==> src/rtl/flag_alu_pkg.sv <==
package flag_alu_pkg;

  typedef enum logic [3:0] {
    OP_ADD = 4'd0, OP_ADC = 4'd1, OP_SUB = 4'd2, OP_SBC = 4'd3,
    OP_AND = 4'd4, OP_ORR = 4'd5, OP_EOR = 4'd6, OP_BIC = 4'd7,
    OP_CMP = 4'd8, OP_CMN = 4'd9, OP_TST = 4'd10, OP_TEQ = 4'd11
  } alu_op_e;

  localparam int unsigned FLAG_N = 3;
  localparam int unsigned FLAG_Z = 2;
  localparam int unsigned FLAG_C = 1;
  localparam int unsigned FLAG_V = 0;

  function automatic logic op_writes(input logic [3:0] op);
    return (op[3] == 1'b0);
  endfunction

  function automatic logic op_compare(input logic [3:0] op);
    return (op[3:2] == 2'b10);
  endfunction

  function automatic logic op_arith(input logic [3:0] op);
    return (op inside {OP_ADD, OP_ADC, OP_SUB, OP_SBC, OP_CMP, OP_CMN});
  endfunction

endpackage

==> src/rtl/flag_alu_datapath.sv <==
module flag_alu_datapath
  import flag_alu_pkg::*;
#(
  parameter int unsigned W = 32
) (
  input  logic [3:0]   op,
  input  logic [W-1:0] a,
  input  logic [W-1:0] b,
  input  logic [3:0]   flags_cur,
  input  logic         shc,
  output logic [W-1:0] res,
  output logic [3:0]   flags_new
);

  logic         invert_b;
  logic         cin;
  logic [W-1:0] bb;
  logic [W:0]   sum;
  logic [W-1:0] logic_res;
  logic         ovf;

  always_comb begin
    unique case (op)
      OP_SUB, OP_CMP: begin invert_b = 1'b1; cin = 1'b1; end
      OP_SBC:         begin invert_b = 1'b1; cin = flags_cur[FLAG_C]; end
      OP_ADC:         begin invert_b = 1'b0; cin = flags_cur[FLAG_C]; end
      default:        begin invert_b = 1'b0; cin = 1'b0; end
    endcase
  end

  assign bb  = invert_b ? ~b : b;
  assign sum = {1'b0, a} + {1'b0, bb} + {{W{1'b0}}, cin};
  assign ovf = (a[W-1] == bb[W-1]) && (sum[W-1] != a[W-1]);

  always_comb begin
    unique case (op)
      OP_AND, OP_TST: logic_res = a & b;
      OP_ORR:         logic_res = a | b;
      OP_EOR, OP_TEQ: logic_res = a ^ b;
      OP_BIC:         logic_res = a & ~b;
      default:        logic_res = '0;
    endcase
  end

  always_comb begin
    if (op_arith(op)) begin
      res       = sum[W-1:0];
      flags_new = {sum[W-1], (sum[W-1:0] == '0), sum[W], ovf};
    end else begin
      res       = logic_res;
      flags_new = {logic_res[W-1], (logic_res == '0), shc, flags_cur[FLAG_V]};
    end
  end

endmodule

==> src/rtl/flag_alu_cond.sv <==
module flag_alu_cond
  import flag_alu_pkg::*;
#(
  parameter int unsigned NCODES = 16
) (
  input  logic [3:0] cond,
  input  logic [3:0] flags,
  output logic       pass
);

  localparam int unsigned NPAIRS = NCODES / 2;

  logic n, z, c, v;
  logic [NPAIRS-1:0] base;
  logic [NCODES-1:0] pred;

  assign n = flags[FLAG_N];
  assign z = flags[FLAG_Z];
  assign c = flags[FLAG_C];
  assign v = flags[FLAG_V];

  assign base[0] = z;
  assign base[1] = c;
  assign base[2] = n;
  assign base[3] = v;
  assign base[4] = c & ~z;
  assign base[5] = (n == v);
  assign base[6] = ~z & (n == v);
  assign base[7] = 1'b1;

  // Each even code tests a predicate, the following odd code its negation;
  // the last pair is the unconditional one.
  for (genvar i = 0; i < NPAIRS; i++) begin : g_pair
    if (i == NPAIRS - 1) begin : g_always
      assign pred[2*i]   = 1'b1;
      assign pred[2*i+1] = 1'b1;
    end else begin : g_test
      assign pred[2*i]   = base[i];
      assign pred[2*i+1] = ~base[i];
    end
  end

  assign pass = pred[cond];

endmodule

==> src/rtl/flag_alu.sv <==
module flag_alu
  import flag_alu_pkg::*;
#(
  parameter int unsigned W = 32
) (
  input  logic         clk,
  input  logic         rst,
  input  logic [3:0]   op_i,
  input  logic [W-1:0] a_i,
  input  logic [W-1:0] b_i,
  input  logic         shc_i,
  input  logic         set_flags_i,
  input  logic [3:0]   cond_i,
  output logic [W-1:0] res_o,
  output logic         res_we_o,
  output logic         cond_ok_o,
  output logic [3:0]   flags_o
);

  logic [3:0] flags_q;
  logic [3:0] flags_d;
  logic       pass;
  logic       upd;

  flag_alu_datapath #(.W(W)) u_dp (
    .op        (op_i),
    .a         (a_i),
    .b         (b_i),
    .flags_cur (flags_q),
    .shc       (shc_i),
    .res       (res_o),
    .flags_new (flags_d)
  );

  flag_alu_cond #(.NCODES(16)) u_cond (
    .cond  (cond_i),
    .flags (flags_q),
    .pass  (pass)
  );

  assign upd = pass && (op_compare(op_i) || (op_writes(op_i) && set_flags_i));

  always_ff @(posedge clk) begin
    if (rst) begin
      flags_q <= 4'b0000;
    end else if (upd) begin
      flags_q <= flags_d;
    end
  end

  assign res_we_o  = pass && op_writes(op_i);
  assign cond_ok_o = pass;
  assign flags_o   = flags_q;

endmodule

==> config.mk <==
export PLATFORM = sky130hd
export DESIGN_NAME = flag_alu
export DESIGN_NICKNAME = d
export VERILOG_FILES = /design/src/rtl/flag_alu_pkg.sv /design/src/rtl/flag_alu_datapath.sv /design/src/rtl/flag_alu_cond.sv /design/src/rtl/flag_alu.sv
export SDC_FILE = /design/constraint.sdc
export NUM_CORES = 1
export LEC_CHECK = 0
export BUFFER_PORTS_ARGS = -buffer_cell sky130_fd_sc_hd__buf_2
export CELL_PAD_IN_SITES_DETAIL_PLACEMENT = 2
export CELL_PAD_IN_SITES_GLOBAL_PLACEMENT = 2
export CORE_ASPECT_RATIO = 1.75
export CORE_MARGIN = 3
export CORE_UTILIZATION = 25
export CTS_CLUSTER_SIZE = 40
export DETAILED_ROUTE_END_ITERATION = 16
export GPL_TIMING_DRIVEN = 0
export MAX_ROUTING_LAYER = met4
export PLACE_DENSITY_LB_ADDON = 0.15
export SYNTH_ARGS = -nofsm -noshare
export SYNTH_HDL_FRONTEND = slang
export SYNTH_SLANG_ARGS = --single-unit
export TNS_END_PERCENT = 20
==> constraint.sdc <==
create_clock -name clk -period 10.4 [get_ports clk]
set_input_delay 0.52 -clock clk [delete_from_list [all_inputs] [get_ports clk]]
set_output_delay 0.52 -clock clk [all_outputs]
set_load 0.05 [all_outputs]
# Yosys cells after proc, flatten, opt, wreduce, memory -nomap -nowiden

Index checks and enable logic that the tools add are counted.

Memories kept: 0
Latch bits: 0
Logic and storage cells: 58
Bits in registers: 4
RAM bits: 0
Output and inout bits: 38
ROM bits: 0

Div/mod/pow operators: 0
Multiplexer cells: 8
Bitwise logic cells: 15
$mul: 0
$add $sub $neg: 2
Eq/ne operators: 15
Reductions and logical operators: 15
Magnitude comparators: 1
Shift operators: 0

Operators by type and width:

| cell               | number |
|---|---|
| $pmux 32 s4        | 1 |
| $and 32x32->32     | 2 |
| $logic_not 32->1   | 2 |
| $mux 32            | 2 |
| $add 32x32->33     | 1 |
| $add 33x1->33      | 1 |
| $not 32->32        | 1 |
| $or 32x32->32      | 1 |
| $xor 32x32->32     | 1 |
| $eq 4x3->1 const B | 4 |
| $eq 4x4->1 const B | 4 |
| $eq 4x2->1 const B | 2 |
| $not 1->1          | 8 |
| $reduce_or 2->1    | 4 |
| $reduce_bool 6->1  | 1 |
| $lt 4x5->1 const B | 1 |
| $bmux 1 s4         | 1 |
| $eq 4x1->1 const B | 1 |
| $logic_and 1x1->1  | 4 |
| $logic_not 4->1    | 1 |
| $mux 4             | 1 |
| $reduce_or 3->1    | 1 |
| $and 1x1->1        | 2 |
| $eq 1x1->1         | 2 |
| other kinds (6)    | 7 |

# Longest topological paths before layout

Gate-level depths: netlist of the first run.

Depth after elaboration: 9
Gate-level depth with buffers: 18
Gate-level depth less buffers: 16

# Hierarchy

Synthesis of the first run repeated with hierarchy kept, for this count alone.

Cells, all modules: 671
Area, all modules: 4,750.8 µm²

Modules (own cells, without submodules):

| module            | times used | cells each | seq. area each (µm²) | area each (µm²) |
|---|---|---|---|---|
| flag_alu_datapath | 1          | 637        | 0.0                  | 4,424.2 |
| flag_alu          | 1          | 20         | 80.1                 | 217.7 |
| flag_alu_cond     | 1          | 14         | 0.0                  | 108.9 |

# Worst setup path after synthesis of the first run

No wires, ideal clock.

Kind: input to output
From: in op_i[1]
To: out res_o[20]
Cell stages on the path: 16
Path slack: 5.144 ns
Arrival: 4.736 ns
Cell sequence: clkbuf_1 -> clkbuf_1 -> mux2i_1 -> nor2_1 -> buf_2 -> xnor2_1 -> fa_1 -> inv_1 -> fa_1 -> nor2b_1 -> o21ai_0 -> a311oi_1 -> o21ai_0 -> o21ai_0 -> xnor2_1 -> o21ai_0

Word-level cells in the longest chain between the ends: 7
Elaborated cells on any way between the ends: 25
Those cells by class: add/sub: 2; eq/ne: 11; mux: 5; reduce/logical: 7

Ends and longest elaborated chain:

| element                                         | RTL line                                    | text |
|---|---|---|
| start: declaration                              | flag_alu.sv:8                               | `input logic [3:0] op_i,` |
| $eq 4x4->1 / $eq 4x2->1 (equally long branches) | flag_alu_pkg.sv:23, flag_alu_datapath.sv:23 |  |
| $reduce_or 3->1 (no line)                       | -                                           |  |
| $mux 1                                          | flag_alu_datapath.sv:23                     | `unique case (op)` |
| $mux 32                                         | flag_alu_datapath.sv:31                     | `assign bb = invert_b ? ~b : b;` |
| $add 32x32->33                                  | flag_alu_datapath.sv:32                     | `assign sum = {1'b0, a} + {1'b0, bb} + {{W{1'b0}}, cin};` |
| $add 33x1->33                                   | flag_alu_datapath.sv:32                     |  |
| $mux 32 (*)                                     | flag_alu_datapath.sv:46                     | `if (op_arith(op)) begin` |
| end: declaration                                | flag_alu.sv:14                              | `output logic [W-1:0] res_o,` |

Mark *: on every way between the ends. The rest lies on a longest branch, timed or not.

# Worst setup path in the final report of the first run

From: in op_i[1]
To: out res_o[28]

The elaborated chain is that of the path after synthesis.

==> results of run 1 <==
## metal layers
layer	vias up	GRT usage, %	wire length, µm
met1	2865	24.24	8951
met4	0	9.673	1224
met2	174	46.63	13470
li1	2731	-	-
met3	64	0.8228	687
met5	-	-	0
## critical path, stage by stage
cell                        delay [ns]
sky130_fd_sc_hd__clkbuf_1         0.26
sky130_fd_sc_hd__clkbuf_1         0.45
sky130_fd_sc_hd__mux2i_1          0.14
sky130_fd_sc_hd__nor2_1           0.39
sky130_fd_sc_hd__buf_2            0.46
sky130_fd_sc_hd__xnor2_1          0.20
sky130_fd_sc_hd__fa_1             0.26
sky130_fd_sc_hd__inv_1            0.07
sky130_fd_sc_hd__fa_1             0.42
sky130_fd_sc_hd__nor2b_1          0.18
sky130_fd_sc_hd__o21ai_0          0.18
sky130_fd_sc_hd__a311oi_1         0.68
sky130_fd_sc_hd__o2111ai_1        0.29
sky130_fd_sc_hd__and4_1           0.25
sky130_fd_sc_hd__o21bai_1         0.22
sky130_fd_sc_hd__nand3_1          0.12
sky130_fd_sc_hd__nand2_1          0.11
sky130_fd_sc_hd__buf_2            0.26
## through the flow
stage	total power [µW]	util [%]	area (µm²)	worst slack [ns]	std cells
floorplan	383.7	-	4753	5.144	681
global placement	533.0	30.07	5612	4.468	1031
detailed placement	547.0	30.07	5612	4.451	1031
CTS	610.9	30.47	5687	4.417	1034
global route	653.2	30.47	5687	4.099	1034
finish	609.6	30.47	5687	4.406	1034
## area by class of cell
class	instances	area, µm²	share of cell area [%]
multi-input cells	570	4222	74.24
repair buffers	112	560.5	9.857
well taps	238	297.8	5.237
inverters	73	274.0	4.818
plain buffers	34	177.7	3.124
flip-flops and latches	4	80.08	1.408
clock buffers	3	75.07	1.320
## logic make-up after synthesis
logic type	after synthesis	synth area share [%]
flops	4	1.685
fa+ha+maj	66	17.69
simple gates	193	20.82
buf+inv	107	9.502
mux	14	3.211
xor+xnor	80	14.74
compound gates	217	32.35
## worst min path at each step
| stage | from | end | slack [ns] | depth (start not counted) |
|---|---|---|---|---|
| after detailed placement | flags_o[0] | flags_o[0] | 0.50 | 2 |
| after global routing | flags_o[0] | flags_o[0] | 0.54 | 2 |
| final | flags_o[0] | flags_o[0] | 0.51 | 2 |
| after CTS | flags_o[0] | flags_o[0] | 0.50 | 2 |
| after global placement | flags_o[0] | flags_o[0] | 0.49 | 2 |
| after floorplan | rst | flags_o[0] | 0.59 | 1 |
## power by group through the flow
| stage | combinational, µW | clock [µW] | sequential (µW) |
|---|---|---|---|
| after global placement | 514 | 0 | 19.0 |
| after floorplan | 360 | 0 | 23.6 |
| after detailed placement | 528 | 0 | 19.1 |
| after CTS | 531 | 60.9 | 18.9 |
| final | 530 | 60.7 | 18.8 |
| after global routing | 572 | 62.1 | 19.0 |
## layout by cell type (no fill, tap or decap), types with 14 or more instances in the layout
cell type	n
sky130_fd_sc_hd__a21oi_1	28
sky130_fd_sc_hd__a31oi_1	25
sky130_fd_sc_hd__buf_2	128
sky130_fd_sc_hd__ha_1	64
sky130_fd_sc_hd__inv_1	73
sky130_fd_sc_hd__nand2_1	54
sky130_fd_sc_hd__nand4_1	19
sky130_fd_sc_hd__nor2_1	47
sky130_fd_sc_hd__o21ai_0	37
sky130_fd_sc_hd__o2bb2ai_1	23
sky130_fd_sc_hd__xnor2_1	66
sky130_fd_sc_hd__xor2_1	14
==> results.sh, run 1 <==
export IMPL_post_synth_inst_count=681
export IMPL_hold_path_class="register to register"
export IMPL_antenna_violations_before_repair=0
export IMPL_hold_fix_buffers_cts=0
export IMPL_first_global_vias=6601
export IMPL_clock_sink_count=4
export IMPL_synth_top_cells_by_count="sky130_fd_sc_hd__inv_1, sky130_fd_sc_hd__xnor2_1, sky130_fd_sc_hd__ha_1, sky130_fd_sc_hd__nand2_1, sky130_fd_sc_hd__nor2_1"
export IMPL_power_switching_share_pct=62.11
export IMPL_worst_r2r_endpoint="flags_o[2]"
export IMPL_cellLeakagePower_uw=0.002678
export IMPL_fmax_mhz=166.8
export IMPL_nFillCells=2326
export IMPL_power_frac_clock_pct=10.0
export IMPL_fp_dieArea_um2=20770
export IMPL_post_synth_main_area_contributors="sky130_fd_sc_hd__ha_1, sky130_fd_sc_hd__xnor2_1, sky130_fd_sc_hd__inv_1, sky130_fd_sc_hd__nand2_1, sky130_fd_sc_hd__o2bb2ai_1"
export IMPL_finalNetCount=940
export IMPL_syn_area_um2=4753
export IMPL_yosysWarningCount=0
export IMPL_setup_worst_path_start_class="input port"
export IMPL_synthDistinctLibCells=73
export IMPL_worst_ir_drop_vdd_v=0.00006714
export IMPL_timing_setup_critical_path_class="input port to primary output"
export IMPL_synth_seq_cells=4
export IMPL_internal_power_of_the_cells_uw=231.0
export IMPL_drt_first_iter_violations=143
export IMPL_placementRows=66
export IMPL_seq_power_share_pct=3.1
export IMPL_ioPinCount=114
export IMPL_clkSlewWorstSetupHoldPaths_ns=0.03
export IMPL_largest_register_ffs=4
export IMPL_dp_hpwl_um=20900
export IMPL_grt_ovfl_total=0
export IMPL_cts_repair_resized=0
export IMPL_die_x_um=110.2
export IMPL_routabilityCongestion=0.9077
export IMPL_worst_setup_path_endpoint="res_o[28]"
export IMPL_worst_setup_path_start="op_i[1]"
export IMPL_maximum_level_of_the_cts_h_tree=1
export IMPL_yosys_area_top_type="sky130_fd_sc_hd__ha_1"
export IMPL_maximum_number_of_pins_on_one_net_before_global_route_repair=11
export IMPL_clock_latency_ns=0.23
export IMPL_post_route_period_util_pct=57.63
export IMPL_ys_seq_area_share_pct=1.685
export IMPL_grt_usage_pct=24.01
export IMPL_first_pass_grt_wire_length_um=37170
export IMPL_worstPathMaxFanout=10
export IMPL_drt_pass1_iterations=4
export IMPL_vias_per_cell=5.642
export IMPL_synthesis_nets=823
export IMPL_worst_ep_required_time_ns=9.88
export IMPL_cts_buffers=3
export IMPL_cts_tree="built"
export IMPL_route_vias_total=5834
export IMPL_async_reset_ff_share_pct=0
export IMPL_synthFlopType="sky130_fd_sc_hd__dfxtp_1"
export IMPL_final_setup_skew_ns=0.004139
export IMPL_final_min_clock_period_ns=5.994
export IMPL_r2r_start="flags_o[1]"
export IMPL_yosysTopAreaCellShare_pct=16.85
export IMPL_fraction_of_layout_cells_with_a_size_suffix_above_1_pct=19.22
export IMPL_fp_coreArea_um2=18660
export IMPL_post_cts_repair_setup_buffers=0
export IMPL_synth_edff_count=0
export IMPL_drt_wl_total_um=24330
export IMPL_relSlewSlack_pct=36.21
export IMPL_r2r_slack_ns=6.29
export IMPL_drv_slew=0
export IMPL_path_depth_of_the_worst_reg2reg_path=15
export IMPL_synthToLayoutAreaGrowth_pct=19.64
export IMPL_setup_tns_final_ns=0
export IMPL_dieHeight_um=188.4
export IMPL_fin_worst_hold_slack_ns=0.5097
export IMPL_outcome="finished, final reports clean"
export IMPL_initial_core_util_pct=25.47
export IMPL_timing_worst_slew_pin_value_ns=0.9328
export IMPL_clock_tree_buffer_depth=2
export IMPL_routedWlPerCell_um=23.53
export IMPL_placement_io_buffers=112
export IMPL_synth_avg_cell_area_um2=6.980
export IMPL_cts_root_buffer_cell="sky130_fd_sc_hd__clkbuf_16"
export IMPL_post_synth_top_count_cell="sky130_fd_sc_hd__inv_1"
export IMPL_timing_final_setup_violations=0
export IMPL_pwr_density_cell_nw_per_um2=107.2
export IMPL_power_combinational_fraction_pct=87.0
export IMPL_crit_arrival_ns=5.47
export IMPL_drcViolationCount=0
export IMPL_cp_end_kind="primary output"
export IMPL_psw_uw=378.6
export IMPL_rsz0062_at_grt="no"
export IMPL_report_final_hold_viol_count=0
export IMPL_route_antenna_remaining_nets=0
export IMPL_max_cap_violations=0
export IMPL_n_antenna_cell=0
Power figures use the tool's default switching activity.
==> inputs of run 2 (changes only) <==
clock period = 5.1 ns   (was 10.4 ns; I/O delays follow)
==> results.sh, run 2 (synthesis results as in run 1) <==
export IMPL_outcome="finished, final reports clean"
export IMPL_hold_path_class="input port to register"
export IMPL_drt_pass1_iterations=4
export IMPL_cellLeakagePower_uw=0.002684
export IMPL_cts_tree="built"
export IMPL_pwr_density_cell_nw_per_um2=217.7
export IMPL_internal_power_of_the_cells_uw=472.0
export IMPL_drv_slew=0
export IMPL_first_pass_grt_wire_length_um=37180
export IMPL_worst_setup_path_start="op_i[1]"
export IMPL_final_common_cell="sky130_fd_sc_hd__buf_2"
export IMPL_antenna_violations_before_repair=0
export IMPL_largest_register_ffs=4
export IMPL_placementRows=66
export IMPL_final_min_clock_period_ns=4.847
export IMPL_hold_fix_buffers_cts=0
export IMPL_relSlewSlack_pct=41.50
export IMPL_report_final_hold_viol_count=0
export IMPL_fp_dieArea_um2=20770
export IMPL_setup_tns_final_ns=0
export IMPL_rsz0062_at_grt="no"
export IMPL_routabilityCongestion=0.9077
export IMPL_maximum_level_of_the_cts_h_tree=1
export IMPL_most_used_cells_in_the_layout_excluding_fill_and_tap_cells="sky130_fd_sc_hd__buf_2, sky130_fd_sc_hd__inv_1, sky130_fd_sc_hd__xnor2_1, sky130_fd_sc_hd__ha_1, sky130_fd_sc_hd__nand2_1"
export IMPL_finalNetCount=940
export IMPL_initial_core_util_pct=25.47
export IMPL_power_combinational_fraction_pct=87.0
export IMPL_clock_sink_count=4
export IMPL_cts_root_buffer_cell="sky130_fd_sc_hd__clkbuf_16"
export IMPL_first_global_vias=6594
export IMPL_fmax_mhz=206.3
export IMPL_dp_hpwl_um=20900
export IMPL_maximum_number_of_pins_on_one_net_before_global_route_repair=11
export IMPL_seq_power_share_pct=3.1
export IMPL_timing_worst_slew_pin_value_ns=0.8553
export IMPL_psw_uw=771.8
export IMPL_setup_ws_ns=0.2533
export IMPL_cp_end_kind="primary output"
export IMPL_fraction_of_layout_cells_with_a_size_suffix_above_1_pct=19.85
export IMPL_drt_first_iter_violations=143
export IMPL_placement_io_buffers=112
export IMPL_worstHoldStart="rst"
export IMPL_drt_wl_total_um=24360
export IMPL_worst_ir_drop_vdd_v=0.0001369
export IMPL_dieHeight_um=188.4
export IMPL_ioPinCount=114
export IMPL_worst_ep_required_time_ns=4.85
export IMPL_timing_setup_critical_path_class="input port to primary output"
export IMPL_die_x_um=110.2
export IMPL_fp_coreArea_um2=18660
export IMPL_n_antenna_cell=0
export IMPL_clkSlewWorstSetupHoldPaths_ns=0.03
export IMPL_r2r_start="flags_o[1]"
export IMPL_setup_worst_path_start_class="input port"
export IMPL_cts_buffers=3
export IMPL_final_setup_skew_ns=0.004138
export IMPL_grt_usage_pct=24.01
export IMPL_drcViolationCount=0
export IMPL_post_cts_repair_setup_buffers=0
export IMPL_grt_ovfl_total=0
export IMPL_clock_tree_buffer_depth=2
export IMPL_timing_final_setup_violations=0
export IMPL_synthToLayoutAreaGrowth_pct=20.19
export IMPL_post_route_period_util_pct=95.03
export IMPL_max_cap_violations=0
export IMPL_worstPathMaxFanout=10
export IMPL_power_frac_clock_pct=9.9
export IMPL_clock_latency_ns=0.23
export IMPL_crit_arrival_ns=4.59
export IMPL_power_switching_share_pct=62.05
export IMPL_route_antenna_remaining_nets=0
export IMPL_routedWlPerCell_um=23.55
export IMPL_detailedPlace_worstSlack_ns=-0.4913
export IMPL_route_vias_total=5790
export IMPL_vias_per_cell=5.600
==> run 2: changes by cell type in the layout (fill, tap and decap cells not counted), sizes merged <==
cell / before / now
clkdlybuf4s15: 0 / 1
buf: 135 / 134
==> run 2: critical path, stage by stage <==
cell	delay, ns
sky130_fd_sc_hd__clkbuf_1	0.26
sky130_fd_sc_hd__clkbuf_2	0.32
sky130_fd_sc_hd__mux2i_1	0.13
sky130_fd_sc_hd__nor2_2	0.27
sky130_fd_sc_hd__buf_2	0.46
sky130_fd_sc_hd__xnor2_1	0.18
sky130_fd_sc_hd__ha_1	0.25
sky130_fd_sc_hd__buf_2	0.18
sky130_fd_sc_hd__a21oi_1	0.39
sky130_fd_sc_hd__o21ai_1	0.28
sky130_fd_sc_hd__a22o_1	0.24
sky130_fd_sc_hd__a211o_1	0.35
sky130_fd_sc_hd__a31oi_2	0.23
sky130_fd_sc_hd__xnor2_1	0.21
sky130_fd_sc_hd__nand2_1	0.16
sky130_fd_sc_hd__nand2_1	0.14
sky130_fd_sc_hd__buf_2	0.27
==> run 2: metrics by stage <==
step	total power, µW	hold WS (ns)	instances	util, %	instance area [µm²]
2_1_floorplan	782.4	0.3241	681	-	4753
4_1_cts	1247	0.2621	1034	30.56	5704
6_report	1244	0.2633	1034	30.61	5713
3_5_place_dp	1116	0.4978	1031	30.07	5612
3_3_place_gp	1087	0.4907	1031	30.07	5612
5_1_grt	1334	0.2825	1034	30.61	5713
==> run 2: final timing paths <==
| path | to | slack (ns) | depth (start not counted) |
|---|---|---|---|
| setup / recovery | res_o[25] | 0.25 | 17 |
| hold / removal | flags_o[1] | 0.26 | 2 |
| setup reg to reg | flags_o[2] | 1.36 | 15 |
| hold reg to reg | flags_o[0] | 0.51 | 2 |
==> run 2: power groups by stage <==
| stage | combinational [µW] | sequential, µW | clock, µW |
|---|---|---|---|
| final | 1080 | 38.4 | 124 |
| after global routing | 1170 | 38.7 | 127 |
| after global placement | 1050 | 38.7 | 0 |
| after detailed placement | 1080 | 38.9 | 0 |
| after floorplan | 734 | 48.1 | 0 |
| after CTS | 1080 | 38.5 | 124 |
==> run 2: area by class of cell <==
cell class                 instances  area (µm²)
buffer                            34       188.9
inverter                          73       274.0
tap                              238       297.8
fill                            2329       12950
clock buffer                       3       75.07
sequential                         4       80.08
multi-input combinational        570        4237
timing repair buffer             112       560.5
==> run 2: per-layer routing <==
layer / vias to the layer above / GRT usage (%) / share of wire, %
met1: 2833 / 24.22 / 36
li1: 2728 / - / -
met4: 0 / 9.673 / 4.6
met3: 56 / 0.8228 / 3.6
met5: - / - / 0
met2: 173 / 46.66 / 56
==> run 2: timing repair <==
| action | 4_1_cts | 5_1_grt |
|---|---|---|
| endpoints found under the setup margin | 10 | 6 |
| cloned | 0 | 0 |
| resized for setup | 5 | 2 |
| pin swaps | 0 | 1 |
==> inputs of run 3 (changes only) <==
CELL_PAD_IN_SITES_DETAIL_PLACEMENT = default   (was 2)
CELL_PAD_IN_SITES_GLOBAL_PLACEMENT = default   (was 2)
CORE_MARGIN = default   (was 3)
==> results.sh, run 3 (synthesis results as in run 1) <==
export IMPL_outcome="finished, final reports clean"
export IMPL_drt_pass1_iterations=4
export IMPL_die_x_um=106.2
export IMPL_n_antenna_cell=0
export IMPL_cellLeakagePower_uw=0.002684
export IMPL_hold_path_class="input port to register"
export IMPL_synthToLayoutAreaGrowth_pct=20.06
export IMPL_crit_arrival_ns=4.96
export IMPL_cts_root_buffer_cell="sky130_fd_sc_hd__clkbuf_16"
export IMPL_clock_tree_buffer_depth=2
export IMPL_vias_per_cell=5.395
export IMPL_hold_fix_buffers_cts=0
export IMPL_largest_register_ffs=4
export IMPL_final_min_clock_period_ns=4.793
export IMPL_first_pass_grt_wire_length_um=31770
export IMPL_fin_worst_hold_slack_ns=0.2507
export IMPL_placementRows=66
export IMPL_detailedPlace_worstSlack_ns=-0.3449
export IMPL_timing_setup_critical_path_class="input port to register"
export IMPL_worstPathMaxFanout=10
export IMPL_clock_sink_count=4
export IMPL_fp_coreArea_um2=18580
export IMPL_fp_dieArea_um2=19590
export IMPL_global_route_peak_usage_layer="met2"
export IMPL_finalNetCount=940
export IMPL_max_cap_violations=0
export IMPL_drv_slew=0
export IMPL_max_stage_delay_ns=0.67
export IMPL_placement_io_buffers=112
export IMPL_route_antenna_remaining_nets=0
export IMPL_drcViolationCount=0
export IMPL_use_met1_pct=22.93
export IMPL_final_common_cell="sky130_fd_sc_hd__buf_2"
export IMPL_setup_worst_path_start_class="input port"
export IMPL_cp_end_kind="register"
export IMPL_use_met2_pct=41.19
export IMPL_final_setup_skew_ns=0.0005625
export IMPL_pwr_density_cell_nw_per_um2=210.7
export IMPL_grt_usage_pct=21.81
export IMPL_design_power_total_uw=1202
export IMPL_timing_final_setup_violations=0
export IMPL_route_vias_total=5578
export IMPL_clkSlewWorstSetupHoldPaths_ns=0.03
export IMPL_power_switching_share_pct=60.95
export IMPL_initial_core_util_pct=25.58
export IMPL_multi_input_area_um2=4230
export IMPL_seq_power_share_pct=3.2
export IMPL_critical_path_slowest_cell="sky130_fd_sc_hd__o311ai_1"
export IMPL_most_used_cells_in_the_layout_excluding_fill_and_tap_cells="sky130_fd_sc_hd__buf_2, sky130_fd_sc_hd__inv_1, sky130_fd_sc_hd__xnor2_1, sky130_fd_sc_hd__ha_1, sky130_fd_sc_hd__nand2_1"
export IMPL_power_combinational_fraction_pct=86.6
export IMPL_timing_worst_slew_pin_value_ns=0.7897
export IMPL_fmax_mhz=208.6
export IMPL_psw_uw=732.8
export IMPL_cts_tree="built"
export IMPL_grt_ovfl_total=0
export IMPL_fraction_of_layout_cells_with_a_size_suffix_above_1_pct=19.72
export IMPL_nFillCells=2165
export IMPL_post_cts_repair_setup_buffers=0
export IMPL_worst_ir_drop_vdd_v=0.0001323
export IMPL_rsz0062_at_grt="no"
export IMPL_drt_first_iter_violations=273
export IMPL_relSlewSlack_pct=46.52
export IMPL_maximum_number_of_pins_on_one_net_before_global_route_repair=11
export IMPL_crit_path_cell_trace="clkbuf_1 -> clkbuf_2 -> mux2i_1 -> nor2_2 -> buf_4 -> xnor2_1 -> fa_1 -> inv_1 -> fa_1 -> nor2b_1 -> o21a_1 -> o311ai_1 -> nand3_1 -> xnor2_1 -> o2111ai_1 -> nor4_1 -> nand4_1 -> nand2_1"
export IMPL_worst_ep_required_time_ns=5.26
export IMPL_cts_buffers=3
export IMPL_routedWlPerCell_um=20.05
export IMPL_report_final_hold_viol_count=0
export IMPL_maximum_level_of_the_cts_h_tree=1
export IMPL_register_cell_area_after_layout_um2=80.08
export IMPL_antenna_violations_before_repair=0
export IMPL_post_route_period_util_pct=93.99
export IMPL_setup_ws_ns=0.3067
export IMPL_power_frac_clock_pct=10.2
export IMPL_clock_latency_ns=0.23
export IMPL_dp_hpwl_um=17430
export IMPL_dieHeight_um=184.4
export IMPL_first_global_vias=5643
export IMPL_ioPinCount=114
export IMPL_internal_power_of_the_cells_uw=469.5
export IMPL_drt_wl_total_um=20730
export IMPL_met3_grt_util_pct=1.768
export IMPL_routabilityCongestion=0.9017
run 3: changes by cell type in the layout (fill, tap and decap cells not counted):
cell,before,now
sky130_fd_sc_hd__nor4_1,3,4
sky130_fd_sc_hd__nor4_2,1,0
run 3: cell type report:
class                           instances  area share [%]
Timing Repair Buffer                  112           9.822
Buffer                                 34           3.311
Sequential cell                         4           1.403
Multi-Input combinational cell        570           74.13
Inverter                               73           4.802
Clock buffer                            3           1.316
Tap cell                              238           5.218
run 3: path summary, 6_finish.rpt:
check,from,endpoint,slack [ns],cells past startpoint
worst max-delay path,op_i[1],flags_o[2],0.31,18
worst min-delay path,rst,flags_o[1],0.25,2
worst max register to register,flags_o[1],flags_o[2],1.14,15
worst min register to register,flags_o[0],flags_o[0],0.50,2
run 3: metal layers:
layer	routed length, µm	share of wire, %
met4	847	4.1
met3	973	4.7
met1	7908	38
met5	0	0
met2	11000	53
run 3: timing repair:
action | 4_1_cts | 5_1_grt
endpoints found under the setup margin | 8 | 12
cloned | 0 | 0
gates resized for setup | 4 | 3
run 3: metrics by stage:
step           instance area [µm²]  util, %  instances  setup TNS, ns
3_3_place_gp                  5612    30.20       1031         -1.166
3_5_place_dp                  5612    30.20       1031         -1.098
6_report                      5707    30.71       1034              0
4_1_cts                       5703    30.69       1034              0
5_1_grt                       5707    30.71       1034              0
2_1_floorplan                 4753        -        681              0
run 3: power by group through the flow:
| stage | clock network [µW] | logic, µW | registers [µW] |
|---|---|---|---|
| floorplan | 0 | 734 | 48.1 |
| global placement | 0 | 1040 | 38.7 |
| detailed placement | 0 | 1030 | 38.8 |
| CTS | 123 | 1040 | 38.4 |
| global route | 126 | 1130 | 38.8 |
| finish | 123 | 1040 | 38.3 |
run 3: worst max-delay path: cells and delay by family:
kind            cells  cell delay (ns)
compound gates      3             1.07
simple gates        6             1.42
mux                 1             0.12
xor+xnor            2             0.44
buf+inv             4             0.97
fa+ha+maj           2             0.65
